===== src/rtl/sptx_pkg.sv =====
package sptx_pkg;

   localparam int WORD_W = 32;
   localparam int BCNT_W = 5;
   localparam int WLEN_W = 6;

   typedef enum logic [1:0] {
      ST_IDLE  = 2'd0,
      ST_DELAY = 2'd1,
      ST_SHIFT = 2'd2
   } sptx_state_e;

   // width in bits for a 3-bit width code
   function automatic logic [WLEN_W-1:0] wlen_bits(input logic [2:0] code);
      logic [WLEN_W-1:0] w;
      case (code)
         3'd0:    w = 6'd8;
         3'd1:    w = 6'd12;
         3'd2:    w = 6'd16;
         3'd3:    w = 6'd20;
         3'd4:    w = 6'd24;
         default: w = 6'd32;
      endcase
      return w;
   endfunction

   // bit counter preset: width minus one
   function automatic logic [BCNT_W-1:0] last_bit(input logic [2:0] code);
      logic [WLEN_W-1:0] w;
      w = wlen_bits(code) - 6'd1;
      return w[BCNT_W-1:0];
   endfunction

endpackage


===== src/rtl/sptx_holdreg.sv =====
module sptx_holdreg
   import sptx_pkg::*;
(
   input  logic              clk,
   input  logic              rst_n,
   input  logic              wr_en,
   input  logic [WORD_W-1:0] wr_data,
   input  logic              take,
   output logic [WORD_W-1:0] hold_q,
   output logic              rdy
);

   always_ff @(posedge clk or negedge rst_n) begin
      if (!rst_n) begin
         hold_q <= '0;
         rdy    <= 1'b1;
      end else if (wr_en) begin
         hold_q <= wr_data;
         rdy    <= 1'b0;
      end else if (take) begin
         rdy    <= 1'b1;
      end
   end

endmodule


===== src/rtl/sptx_shifter.sv =====
module sptx_shifter
   import sptx_pkg::*;
(
   input  logic              clk,
   input  logic              rst_n,
   input  logic              en,
   input  logic              tick,
   input  logic              load,
   input  logic              emit,
   input  logic [WORD_W-1:0] load_word,
   input  logic [2:0]        load_code,
   input  logic              lsb_first,
   output logic              sd_out
);

   logic [WORD_W-1:0] sreg;
   logic [WORD_W-1:0] aligned;
   logic [WORD_W-1:0] src;
   logic [WLEN_W-1:0] pad;

   // MSB-first words are moved to the top so the first bit is always at bit 31
   always_comb begin
      pad     = 6'd32 - wlen_bits(load_code);
      aligned = lsb_first ? load_word : (load_word << pad);
      src     = load ? aligned : sreg;
   end

   always_ff @(posedge clk or negedge rst_n) begin
      if (!rst_n) begin
         sreg   <= '0;
         sd_out <= 1'b0;
      end else if (!en) begin
         sd_out <= 1'b0;
      end else if (tick) begin
         if (emit) begin
            sd_out <= lsb_first ? src[0] : src[WORD_W-1];
            sreg   <= lsb_first ? (src >> 1) : (src << 1);
         end else begin
            sd_out <= 1'b0;
            if (load) sreg <= aligned;
         end
      end
   end

endmodule


===== src/rtl/sptx_framer.sv =====
module sptx_framer
   import sptx_pkg::*;
#(
   parameter int FLEN_W  = 7,
   parameter int MAX_DLY = 2,
   localparam int DLY_W  = $clog2(MAX_DLY + 1)
) (
   input  logic              clk,
   input  logic              rst_n,
   input  logic              en,
   input  logic              tick,
   input  logic              rdy,
   input  logic              fs_in,
   input  logic [2:0]        cfg_wlen1,
   input  logic [2:0]        cfg_wlen2,
   input  logic [FLEN_W-1:0] cfg_flen1,
   input  logic [FLEN_W-1:0] cfg_flen2,
   input  logic              cfg_dual,
   input  logic [DLY_W-1:0]  cfg_delay,
   input  logic              cfg_fs_ext,
   input  logic              cfg_fig,
   output logic              load,
   output logic              emit,
   output logic              take,
   output logic [2:0]        load_code,
   output logic              fs_out,
   output logic              empty,
   output logic              sync_err
);

   sptx_state_e       st;
   logic [BCNT_W-1:0] bcnt;
   logic [FLEN_W-1:0] wcnt;
   logic [DLY_W-1:0]  dcnt;
   logic              phase;

   logic [FLEN_W-1:0] cur_flen;
   logic [DLY_W-1:0]  dly_eff;
   logic              act, last_word, boundary, frame_end, trig, start;
   logic              next_word, nxt_phase, in_frame;

   always_comb begin
      act       = tick && en;
      cur_flen  = phase ? cfg_flen2 : cfg_flen1;
      dly_eff   = (cfg_delay > DLY_W'(MAX_DLY)) ? DLY_W'(MAX_DLY) : cfg_delay;
      last_word = (wcnt == cur_flen) && (!cfg_dual || phase);
      boundary  = (st == ST_SHIFT) && (bcnt == '0);
      frame_end = boundary && last_word;
      next_word = boundary && !last_word;
      nxt_phase = (wcnt == cur_flen) ? 1'b1 : phase;
      trig      = cfg_fs_ext ? fs_in : !rdy;
      start     = ((st == ST_IDLE) || frame_end) && trig;
      in_frame  = (st != ST_IDLE) && !frame_end;
      load      = act && (start || next_word);
      load_code = (start || !nxt_phase) ? cfg_wlen1 : cfg_wlen2;
      emit      = act && ((start && dly_eff == '0)
                       || (!start && st == ST_DELAY && dcnt == '0)
                       || (st == ST_SHIFT && bcnt != '0)
                       || next_word);
      take      = load && !rdy;
   end

   always_ff @(posedge clk or negedge rst_n) begin
      if (!rst_n) begin
         st       <= ST_IDLE;
         bcnt     <= '0;
         wcnt     <= '0;
         dcnt     <= '0;
         phase    <= 1'b0;
         fs_out   <= 1'b0;
         empty    <= 1'b1;
         sync_err <= 1'b0;
      end else if (!en) begin
         st       <= ST_IDLE;
         fs_out   <= 1'b0;
         empty    <= 1'b1;
         sync_err <= 1'b0;
      end else if (tick) begin
         fs_out <= start && !cfg_fs_ext;
         if (cfg_fs_ext && fs_in && in_frame && !cfg_fig) sync_err <= 1'b1;
         if (load) empty <= rdy;
         if (start) begin
            phase <= 1'b0;
            wcnt  <= '0;
            if (dly_eff == '0) begin
               st   <= ST_SHIFT;
               bcnt <= last_bit(cfg_wlen1);
            end else begin
               st   <= ST_DELAY;
               dcnt <= dly_eff - DLY_W'(1);
            end
         end else begin
            case (st)
               ST_DELAY: begin
                  if (dcnt == '0) begin
                     st   <= ST_SHIFT;
                     bcnt <= last_bit(cfg_wlen1);
                  end else begin
                     dcnt <= dcnt - DLY_W'(1);
                  end
               end
               ST_SHIFT: begin
                  if (bcnt != '0) begin
                     bcnt <= bcnt - BCNT_W'(1);
                  end else if (!last_word) begin
                     phase <= nxt_phase;
                     wcnt  <= (wcnt == cur_flen) ? '0 : FLEN_W'(wcnt + 1'b1);
                     bcnt  <= last_bit(load_code);
                  end else begin
                     st <= ST_IDLE;
                  end
               end
               default: st <= ST_IDLE;
            endcase
         end
      end
   end

endmodule


===== src/rtl/fs_serial_tx.sv =====
module fs_serial_tx
   import sptx_pkg::*;
#(
   parameter int FLEN_W  = 7,
   parameter int MAX_DLY = 2,
   localparam int DLY_W  = $clog2(MAX_DLY + 1)
) (
   input  logic              clk,
   input  logic              rst_n,
   input  logic              tx_en,
   input  logic              wr_en,
   input  logic [31:0]       wr_data,
   input  logic              bit_tick,
   input  logic              fs_in,
   input  logic [2:0]        cfg_wlen1,
   input  logic [2:0]        cfg_wlen2,
   input  logic [FLEN_W-1:0] cfg_flen1,
   input  logic [FLEN_W-1:0] cfg_flen2,
   input  logic              cfg_dual,
   input  logic [DLY_W-1:0]  cfg_delay,
   input  logic              cfg_lsb_first,
   input  logic              cfg_fs_ext,
   input  logic              cfg_fig,
   output logic              sd_out,
   output logic              fs_out,
   output logic              rdy,
   output logic              empty,
   output logic              sync_err
);

   generate
      if (FLEN_W < 1 || FLEN_W > 12) begin : g_bad_flen
         $error("fs_serial_tx: FLEN_W must lie in 1..12");
      end
      if (MAX_DLY < 1 || MAX_DLY > 3) begin : g_bad_dly
         $error("fs_serial_tx: MAX_DLY must lie in 1..3");
      end
   endgenerate

   logic [WORD_W-1:0] hold_q;
   logic [WORD_W-1:0] load_word;
   logic              load, emit, take;
   logic [2:0]        load_code;

   assign load_word = rdy ? '0 : hold_q;

   sptx_holdreg u_hold (
      .clk     (clk),
      .rst_n   (rst_n),
      .wr_en   (wr_en),
      .wr_data (wr_data),
      .take    (take),
      .hold_q  (hold_q),
      .rdy     (rdy)
   );

   sptx_framer #(.FLEN_W(FLEN_W), .MAX_DLY(MAX_DLY)) u_frm (
      .clk        (clk),
      .rst_n      (rst_n),
      .en         (tx_en),
      .tick       (bit_tick),
      .rdy        (rdy),
      .fs_in      (fs_in),
      .cfg_wlen1  (cfg_wlen1),
      .cfg_wlen2  (cfg_wlen2),
      .cfg_flen1  (cfg_flen1),
      .cfg_flen2  (cfg_flen2),
      .cfg_dual   (cfg_dual),
      .cfg_delay  (cfg_delay),
      .cfg_fs_ext (cfg_fs_ext),
      .cfg_fig    (cfg_fig),
      .load       (load),
      .emit       (emit),
      .take       (take),
      .load_code  (load_code),
      .fs_out     (fs_out),
      .empty      (empty),
      .sync_err   (sync_err)
   );

   sptx_shifter u_shf (
      .clk       (clk),
      .rst_n     (rst_n),
      .en        (tx_en),
      .tick      (bit_tick),
      .load      (load),
      .emit      (emit),
      .load_word (load_word),
      .load_code (load_code),
      .lsb_first (cfg_lsb_first),
      .sd_out    (sd_out)
   );

endmodule


===== config.mk =====
export PLATFORM = sky130hd
export DESIGN_NAME = fs_serial_tx
export DESIGN_NICKNAME = d
export VERILOG_FILES = /design/src/rtl/sptx_pkg.sv /design/src/rtl/sptx_holdreg.sv /design/src/rtl/sptx_shifter.sv /design/src/rtl/sptx_framer.sv /design/src/rtl/fs_serial_tx.sv
export SDC_FILE = /design/constraint.sdc
export NUM_CORES = 1
export LEC_CHECK = 0
export CORE_AREA = 3 3 111 113
export CTS_CLUSTER_DIAMETER = 40
export DETAILED_ROUTE_END_ITERATION = 8
export DIE_AREA = 0 0 114 116
export GPL_ROUTABILITY_DRIVEN = 0
export PLACE_DENSITY_LB_ADDON = 0.12
export SETUP_SLACK_MARGIN = 0.05
export SYNTH_ARGS = -nofsm -noshare
export SYNTH_HDL_FRONTEND = slang
export SYNTH_HIERARCHICAL = 1
export SYNTH_SLANG_ARGS = --single-unit

===== constraint.sdc =====
create_clock -name clk -period 7.9 [get_ports clk]
set_input_delay 1.58 -clock clk [delete_from_list [all_inputs] [get_ports clk]]
set_output_delay 1.58 -clock clk [all_outputs]
set_load 0.005 [all_outputs]

# After elaboration in Yosys (flattened, before gate mapping)
# Cells that the tools add are included.
# W data, S select, Z words.
# totals
regBits	86
latch_bits	0
mem_bits_rw	0
mem_bits_ro	0
out_inout_bits	5
elab_cells	166
memories	0
# op_classes
n_addsub	8
mul	0
div	0
magnitude_cmp	1
eq_ne	24
shifts	1
mux	68
bitwise	0
n_reduce_logical	52
# ops
operator	n
$mux W32	5
$mux W5	20
$mux W7	6
$shl A32 B6 Y32	1
$pmux W6 S5	1
$pmux W5 S5	1
$mux W2	12
$mux W1	20
$sub A5 B1 Y5 const B	4
$logic_and A1 B1 Y1	18
$eq A3 B2 Y1 const B	4
$ne A2 B1 Y1 const B	5
$pmux W5 S2	1
$reduce_and A5 Y1	2
$logic_not A1 Y1	8
$ne A4 B3 Y1 const B	2
$reduce_bool A2 Y1	4
$add A7 B1 Y7 const B	1
$eq A7 B7 Y1	1
$logic_or A1 B1 Y1	7
$eq A3 B1 Y1 const B	2
$eq A3 B3 Y1 const B	2
$logic_not A2 Y1	3
$logic_not A3 Y1	2
17 further kinds	22

# Logic depth before layout (Yosys ltp)
# Gate-level depths: netlist (run 1).
# logic_depth
depth_word	21
mapped_depth	18

# Modules after synthesis
# Netlist (run 1), hierarchy kept.
# modules_own_cells
mod	instances	cells_per_inst	area_each_um2
sptx_shifter	1	474	3532.1
sptx_framer	1	189	1631.6
sptx_holdreg	1	70	1377.6
fs_serial_tx	1	35	222.7

# Worst setup path after synthesis (run 1)
# Ideal clock, no wire load.
# synth_timing
kind	input -> register
start	input cfg_flen2[3]
end	register u_shf.sreg[11]
setup_ps	126
arrival_time_ps	4424
path_slack_ps	3350
path_stages	14
n_path_buf	2
path_cell_list	mux2i_1 -> xnor2_1 -> nor4_1 -> a21o_2 -> and2_1 -> buf_6 -> mux2_2 -> buf_2 -> mux2_2 -> a222oi_1 -> nor2_1 -> a311oi_1 -> o21ai_1 -> o32a_1
# synth_via
elab_chain_cells	16
# synth_lines
item	line	source
start, declared	fs_serial_tx.sv:18	input logic [FLEN_W-1:0] cfg_flen2,
$mux W7 (*)	sptx_framer.sv:44	cur_flen = phase ? cfg_flen2 : cfg_flen1;
$eq A7 B7 Y1 (*)	sptx_framer.sv:46, sptx_framer.sv:50	
$logic_and A1 B1 Y1	sptx_framer.sv:46	last_word = (wcnt == cur_flen) && (!cfg_dual || phase);
$logic_and A1 B1 Y1	sptx_framer.sv:48	frame_end = boundary && last_word;
$logic_or A1 B1 Y1	sptx_framer.sv:52	start = ((st == ST_IDLE) || frame_end) && trig;
$logic_and A1 B1 Y1	sptx_framer.sv:52	
$logic_or A1 B1 Y1 (*)	sptx_framer.sv:55	load_code = (start || !nxt_phase) ? cfg_wlen1 : cfg_wlen2;
$mux W3 (*)	sptx_framer.sv:55	
net load_code[2]	fs_serial_tx.sv:43	logic [2:0] load_code;
$eq A3 B3 Y1 (tied with other cells)	sptx_pkg.sv:16	case (code)
$pmux W6 S5 (*)	sptx_pkg.sv:16	
$sub A6 B6 Y6 (*)	sptx_shifter.sv:23	pad = 6'd32 - wlen_bits(load_code);
$shl A32 B6 Y32 (*)	sptx_shifter.sv:24	aligned = lsb_first ? load_word : (load_word << pad);
$mux W32 (*)	sptx_shifter.sv:24	
$mux W32 (*)	sptx_shifter.sv:25	src = load ? aligned : sreg;
$mux W32	sptx_shifter.sv:37	sreg <= lsb_first ? (src >> 1) : (src << 1);
$mux W32 (*)	sptx_shifter.sv:35	if (emit) begin
end signal, assigned	sptx_shifter.sv:37	
end signal, assigned	sptx_shifter.sv:40	if (load) sreg <= aligned;
end, declared	sptx_shifter.sv:16	logic [WORD_W-1:0] sreg;
# Mark *: on every way through the listed nets, which the timed path passes. The rest lies on a longest branch.
# A chain may end at the register's enable or synchronous reset.

# Final worst setup path (run 1)
# layout_timing
start	input cfg_flen1[0]
end	register u_shf.sreg[21]
# layout_via
elab_chain_cells	16
# layout_lines
item	line	source
start, declared	fs_serial_tx.sv:17	input logic [FLEN_W-1:0] cfg_flen1,
$mux W7 (*)	sptx_framer.sv:44	
$eq A7 B7 Y1 (*)	sptx_framer.sv:46, sptx_framer.sv:50	
$logic_and A1 B1 Y1	sptx_framer.sv:46	
$logic_and A1 B1 Y1	sptx_framer.sv:48	
$logic_or A1 B1 Y1	sptx_framer.sv:52	
$logic_and A1 B1 Y1	sptx_framer.sv:52	
$logic_or A1 B1 Y1 (*)	sptx_framer.sv:55	
$mux W3 (*)	sptx_framer.sv:55	
net load_code[0]	fs_serial_tx.sv:43	
$eq A3 B3 Y1 (tied with other cells)	sptx_pkg.sv:16	
$pmux W6 S5 (*)	sptx_pkg.sv:16	
$sub A6 B6 Y6 (*)	sptx_shifter.sv:23	
$shl A32 B6 Y32 (*)	sptx_shifter.sv:24	
$mux W32 (*)	sptx_shifter.sv:24	
$mux W32 (*)	sptx_shifter.sv:25	
$mux W32	sptx_shifter.sv:37	
$mux W32 (*)	sptx_shifter.sv:35	
# Marks and branches as above.

==> results of run 1 <==
==> metrics by stage <==
step           util, %  worst slack [ns]  power, mW  cell area (um^2)  std cells
3_5_place_dp      64.3              1.85       1.15              7340        931
2_1_floorplan        -              3.35      0.988              6760        768
5_1_grt           66.9              1.87       1.70              7640        946
3_3_place_gp      64.3              1.97       1.13              7340        931
4_1_cts           66.9              2.21       1.60              7640        946
6_report          66.9              1.98       1.61              7640        946
==> layout make-up <==
cell class	count	area, um^2
Tap cell	143	179
Sequential cell	86	2150
Clock inverter	5	75.1
Multi-Input combinational cell	608	4200
Fill cell	935	3770
Clock buffer	10	229
Inverter	16	60.1
Timing Repair Buffer	78	748
==> power by group <==
group | switching, mW | total [mW] | leakage (nW) | internal, mW
Sequential | 0.0775 | 0.602 | 1.02 | 0.524
Combinational | 0.317 | 0.562 | 1.92 | 0.245
Clock | 0.175 | 0.449 | 0.152 | 0.274
Total | 0.569 | 1.61 | 3.10 | 1.04
==> Yosys cell counts, types with 6 or more instances <==
cell type,count,area (um^2)
o21ai_0,60,300
a21oi_1,54,270
mux2i_1,30,300
nor2_1,63,236
buf_4,7,52.6
a211oi_1,6,45.0
mux2_4,30,450
nor3_1,12,60.1
o221ai_1,6,52.6
o21a_1,6,45.0
xnor2_1,6,52.6
dfrtp_1,84,2100
nand3_1,17,85.1
a31oi_1,12,75.1
buf_2,16,80.1
clkbuf_1,21,78.8
mux2_2,12,135
a21o_1,7,52.6
a221o_1,7,70.1
nor2b_1,51,319
o31ai_1,7,52.6
inv_1,16,60.1
nand2_1,67,251
o211ai_1,10,75.1
a22oi_1,10,75.1
nand2b_1,11,68.8
==> path summary, 6_finish.rpt <==
kind                                    start                end  slack, ns  cells past startpoint
worst max-delay path             cfg_flen1[0]     u_shf/sreg[21]       1.98                     14
worst min-delay path            u_shf/sreg[9]      u_shf/sreg[9]       0.49                      2
worst max register to register  u_frm/bcnt[0]     u_shf/sreg[21]       2.84                     15
worst min register to register  u_shf/sreg[9]      u_shf/sreg[9]       0.49                      2
max in group asynchronous               rst_n     u_shf/sreg[13]       5.70                      2
min in group asynchronous               rst_n  u_hold/hold_q[28]       1.22                      1
==> critical path, delay by kind of cell <==
| kind | cells | cell delay (ns) |
|---|---|---|
| XOR/XNOR | 1 | 0.18 |
| AND/OR/NAND/NOR | 3 | 1.09 |
| buffers and inverters | 2 | 0.67 |
| multiplexers | 2 | 0.93 |
| AO/OA/AOI/OAI | 6 | 1.68 |
==> cells by family (layout without fill, tap and decap cells) <==
logic type	Yosys count	count (layout)	share of synthesized area, %
compound gates	260	260	26.9
flops	86	86	31.9
buf+inv	74	109	6.09
xor+xnor	8	8	1.04
simple gates	265	265	20.4
mux	73	73	13.4
fa+ha+maj	2	2	0.370
==> sequential cells by signal (all words and copies together), names as in the netlist <==
| register | count |
|---|---|
| u_hold/rdy | 1 |
| u_frm/fs_out | 1 |
| u_frm/sync_err | 1 |
| u_frm/phase | 1 |
| u_shf/sreg | 32 |
| u_frm/bcnt | 5 |
| u_hold/hold_q | 32 |
| u_frm/st | 2 |
| u_frm/wcnt | 7 |
| u_frm/dcnt | 2 |
| u_frm/empty | 1 |
| u_shf/sd_out | 1 |
==> metal layers <==
layer / vias to the layer above / wire length (um) / part of all wire [%] / global-route usage (%)
met5: - / 0 / 0 / 0
met3: 118 / 2000 / 9.6 / 6.32
li1: 2911 / - / - / -
met2: 447 / 9450 / 46 / 50.2
met4: 0 / 1240 / 6.0 / 20.2
met1: 3078 / 8050 / 39 / 39.8
==> out/metrics.csv, run 1 <==
stage,metric,value,unit
global_route,initial antenna violation count,0,
cells_and_area,"commonest non-fill, non-tap cell in the layout",dfrtp_1,
die,Vert. Die Dim,116,um
place,DP HPWL,14000,um
clock_tree,worst skew pair latency,0.35,ns
cells_and_area,antenna cell count,0,
sta,Min Hold Slack,0.486,ns
route,1st-pass router iterations,7,
setup_path,Crit-path slowest cell,mux2_2,
route,post-route ant nets,0,
synthesis,"FFs w/ async S/R, synth",100,%
cells_and_area,Layout Nets,865,
setup_path,CP most frequent cell,a21oi_1,
sta,Final Max Tran Viols,0,
clock_tree,Clock Sinks,86,
die,row count,39,
synthesis,synthesized cell area,6760,um^2
setup_path,WS Path Type,primary input to register,
route,detailed-route DRC error count,0,
synthesis,post-synthesis register bit count,86,
cells_and_area,Layout area overhead,13.0,%
global_route,vias in the first global route,6278,
die,io pins,69,
global_route,first-pass GRT wire length,32700,um
route,Vias,6554,
synthesis,Mapped Avg Cell Area,8.81,um^2
route,vias per inst,6.93,
sta,Peak Freq,169,MHz
sta,Worst Max-Slew Pin Slew,0.980,ns
sta,Setup TNS,0,ns
clock_tree,post-CTS setup buffers,0,
cells_and_area,fraction of layout cells with a size suffix above 1,12.1,%
clock_tree,Post-CTS Hold Buffers,0,
run,max-cap violation count,0,
outcome,status,"complete, no violations",
sta,Rel. slew slack,34.7,%
synthesis,Synth Flop Type,dfrtp_1,
route,Initial DRC Count,1054,
power,Max IR drop VDD,131,uV
worst_hold_path,Hold Crit Class,register to register,
setup_path,Setup crit end kind,register,
setup_path,arrival time at the worst endpoint,6.15,ns
global_route,global route overflow,0,
clock_tree,Clock Path Buffers,2,
setup_path,CP startpoint kind,primary input,
power,PD cells,211,nW/um^2
global_route,GRT Overall Usage,31.7,%
die,initial core utilization,59.2,%
route,WL/cell,21.9,um
route,Routed WL,20700,um
synthesis,Synth Instances,768,
synthesis,"Warnings, synthesis",6,
synthesis,sequential area share after synthesis,31.9,%
power,Leak,3.10,nW
setup_path,worst path cell trace,clkdlybuf4s50_1 > mux2i_1 > xnor2_1 > nor4_1 > a31oi_1 > buf_4 > and2_1 > mux2_2 > nand2b_1 > a2111oi_0 > o21ai_0 > a21oi_1 > o2bb2ai_1 > a21oi_1,
synthesis,Synth cell types,90,
sta,unrepaired setup endpoints after global routing,false,
clock_tree,clock-pin slew on the worst setup and hold paths,0.06,ns
clock_tree,post-CTS sizing,0,
setup_path,Crit Path Max Fanout,49,
place,IO Port Bufs,68,
clock_tree,CTS tree,yes,
die,die area,13200,um^2
clock_tree,H-tree depth,3,
sta,fin crit period,5.92,ns
sta,fin crit share,74.9,%
sta,endpoints failing setup,0,
global_route,largest net degree at the start of global routing,59,
setup_path,WP data required,8.13,ns
cells_and_area,most frequent cells in the layout,"dfrtp_1 (84), nand2_1 (67), clkdlybuf4s50_1 (66)",
synthesis,"EDFF count, synth",0,
clock_tree,CTS Buf Count,9,
clock_tree,Root Driver,clkbuf_16,
die,Core ar.,11400,um^2
setup_path,"slowest stage delay, CP",0.84,ns
sta,clk_skew,0.00910,ns
die,die extent in x,114,um
sta,"Hold Vio Cnt, Final",0,
synthesis,Post-Syn Nets,834,
Power figures use the tool's default switching activity.
==> run 2: changes to the inputs <==
- CORE_AREA: 3 3 111 113 -> 3 3 117 119
- DIE_AREA: 0 0 114 116 -> 0 0 120 122
- clock period: 7.9 -> 5.4 ns (I/O delays scaled with it)
==> out/metrics.csv, run 2 (synthesized netlist as in run 1, its figures left out) <==
stage,metric,value,unit,change
worst_hold_path,Hold Crit Depth,2,,unchanged
route,WL/cell,21.0,um,-4.1%
route,vias per inst,6.63,,-4.3%
cells_and_area,antenna cell count,0,,unchanged
setup_path,crit path from,cfg_flen1[3],,
sta,unrepaired setup endpoints after global routing,false,,
global_route,largest net degree at the start of global routing,87,,+47%
clock_tree,clock-pin slew on the worst setup and hold paths,0.06,ns,about the same
cells_and_area,Final Util,61.8,%,-5.1 points
sta,fin crit share,89.6,%,
power,PD cells,308,nW/um^2,+46%
die,row count,41,,+5.1%
power,Combinational Power Share,35.0,%,about the same
global_route,vias in the first global route,6520,,+3.9%
global_route,first-pass GRT wire length,34000,um,+3.9%
setup_path,WP data required,5.63,ns,-2.50 ns
cells_and_area,# fillers,1112,,+19%
global_route,global route overflow,0,,unchanged
clock_tree,Post-CTS Hold Buffers,0,,unchanged
sta,Rel. slew slack,24.3,%,-10 points
place,IO Port Bufs,68,,unchanged
sta,"Hold Vio Cnt, Final",0,,unchanged
die,initial core utilization,53.4,%,-5.9 points
run,max-cap violation count,0,,unchanged
route,Initial DRC Count,804,,-24%
setup_path,R2R depth,12,,-3
place,DP HPWL,14800,um,+5.7%
worst_hold_path,Hold Crit Class,register to register,,
route,Routed WL,20900,um,+0.70%
setup_path,Setup crit end kind,register,,
power,clock share of power,28.8,%,+1.0 points
sta,Worst Max-Slew Pin Slew,1.14,ns,+0.156 ns
sta,endpoints failing setup,0,,unchanged
power,Max IR drop VDD,159,uV,+21%
sta,Setup TNS,0,ns,unchanged
clock_tree,worst skew pair latency,0.35,ns,about the same
route,post-route ant nets,0,,unchanged
die,die extent in x,120,um,+5.3%
power,overall power,2.41,mW,+49%
global_route,GRT Overall Usage,29.2,%,-2.5 points
setup_path,arrival time at the worst endpoint,5.07,ns,-1.08 ns
cells_and_area,design area,7830,um^2,+2.5%
power,Psw,0.832,mW,+46%
die,io pins,69,,unchanged
cells_and_area,Largest regs,"u_hold/hold_q x32, u_shf/sreg x32, u_frm/wcnt x7",,
cells_and_area,"commonest non-fill, non-tap cell in the layout",dfrtp_1,,
global_route,initial antenna violation count,0,,unchanged
sta,clk_skew,0.00766,ns,-0.00143 ns
clock_tree,post-CTS sizing,0,,unchanged
setup_path,Crit Path Max Fanout,26,,-47%
power,Leak,3.19,nW,+3.1%
clock_tree,CTS tree,yes,,
route,Vias,6586,,+0.49%
clock_tree,Clock Sinks,86,,unchanged
die,Core ar.,12700,um^2,+11%
cells_and_area,Layout Nets,882,,+2.0%
power,Sw Ratio,34.5,%,-0.80 points
clock_tree,Root Driver,clkbuf_16,,
clock_tree,Clock Path Buffers,2,,unchanged
place,Placed Area,7500,um^2,+2.2%
setup_path,CP startpoint kind,primary input,,
clock_tree,H-tree depth,3,,unchanged
setup_path,WS Path Type,primary input to register,,
die,Vert. Die Dim,122,um,+5.2%
clock_tree,post-CTS setup buffers,0,,unchanged
power,share of power burned in registers,36.1,%,-1.2 points
outcome,status,"complete, no violations",,
cells_and_area,fraction of layout cells with a size suffix above 1,14.1,%,+2.0 points
route,detailed-route DRC error count,0,,unchanged
sta,Final Max Tran Viols,0,,unchanged
cells_and_area,Layout area overhead,15.8,%,
clock_tree,CTS Buf Count,9,,unchanged
route,1st-pass router iterations,5,,-2
die,die area,14600,um^2,+11%
sta,fin crit period,4.84,ns,
cells_and_area,most frequent cells in the layout,"dfrtp_1 (84), nand2_1 (67), clkdlybuf4s50_1 (65)",,
sta,Peak Freq,207,MHz,
worst_hold_path,min-delay src,u_shf/sreg[9],,
setup_path,reg-to-reg critical path startpoint,u_frm/phase,,
power,Int Pwr,1.58,mW,+51%
[run 2: worst paths after layout]
kind                             endpoint  slack (ns)
min reg2reg                 u_shf/sreg[9]        0.48
max                        u_shf/sreg[27]        0.56
min in group asynchronous   u_frm/wcnt[3]        0.96
min                         u_shf/sreg[9]        0.48
max reg2reg                u_shf/sreg[27]        0.98
max in group asynchronous  u_shf/sreg[14]        3.73
[run 2: through the flow]
stage,std cells,setup slack [ns],hold slack [ns]
after floorplan,768,1.35,0.442
after global placement,977,0.394,0.460
after detailed placement,977,0.325,0.466
after CTS,993,0.675,0.479
after global routing,993,0.395,0.493
final,993,0.562,0.475
[run 2: metal layers]
metal / GRT usage (%) / part of all wire [%]
met5: 0 / 0
met4: 21.0 / 7.2
met3: 5.43 / 9.0
met2: 45.9 / 45
met1: 36.1 / 39
[run 2: worst max-delay path: stages]
cell and delay [ns]:
clkdlybuf4s50_1 0.45, mux2i_1 0.08, xnor2_1 0.17, nor4_1 0.51
a21o_2 0.25, and2_1 0.22, mux2_2 0.55, and2b_4 0.31
a222oi_1 0.57, o22ai_1 0.24, a31oi_1 0.29, nor2_1 0.09
a211o_1 0.24
[run 2: area by class of cell]
type	instances	area [um^2]	area share, %
timing repair buffer	95	871	11.1
clock inverter	3	65.1	0.831
inverter	16	60.1	0.767
tap	172	215	2.75
clock buffer	13	270	3.45
multi-input combinational	608	4200	53.6
sequential	86	2150	27.5
[run 2: power by group through the flow]
stage | Clock (mW) | Combinational [mW] | Sequential (mW)
6_report | 0.695 | 0.844 | 0.871
3_3_place_gp | 0 | 0.805 | 0.873
5_1_grt | 0.738 | 0.918 | 0.887
4_1_cts | 0.713 | 0.824 | 0.868
3_5_place_dp | 0 | 0.820 | 0.879
2_1_floorplan | 0 | 0.594 | 0.851
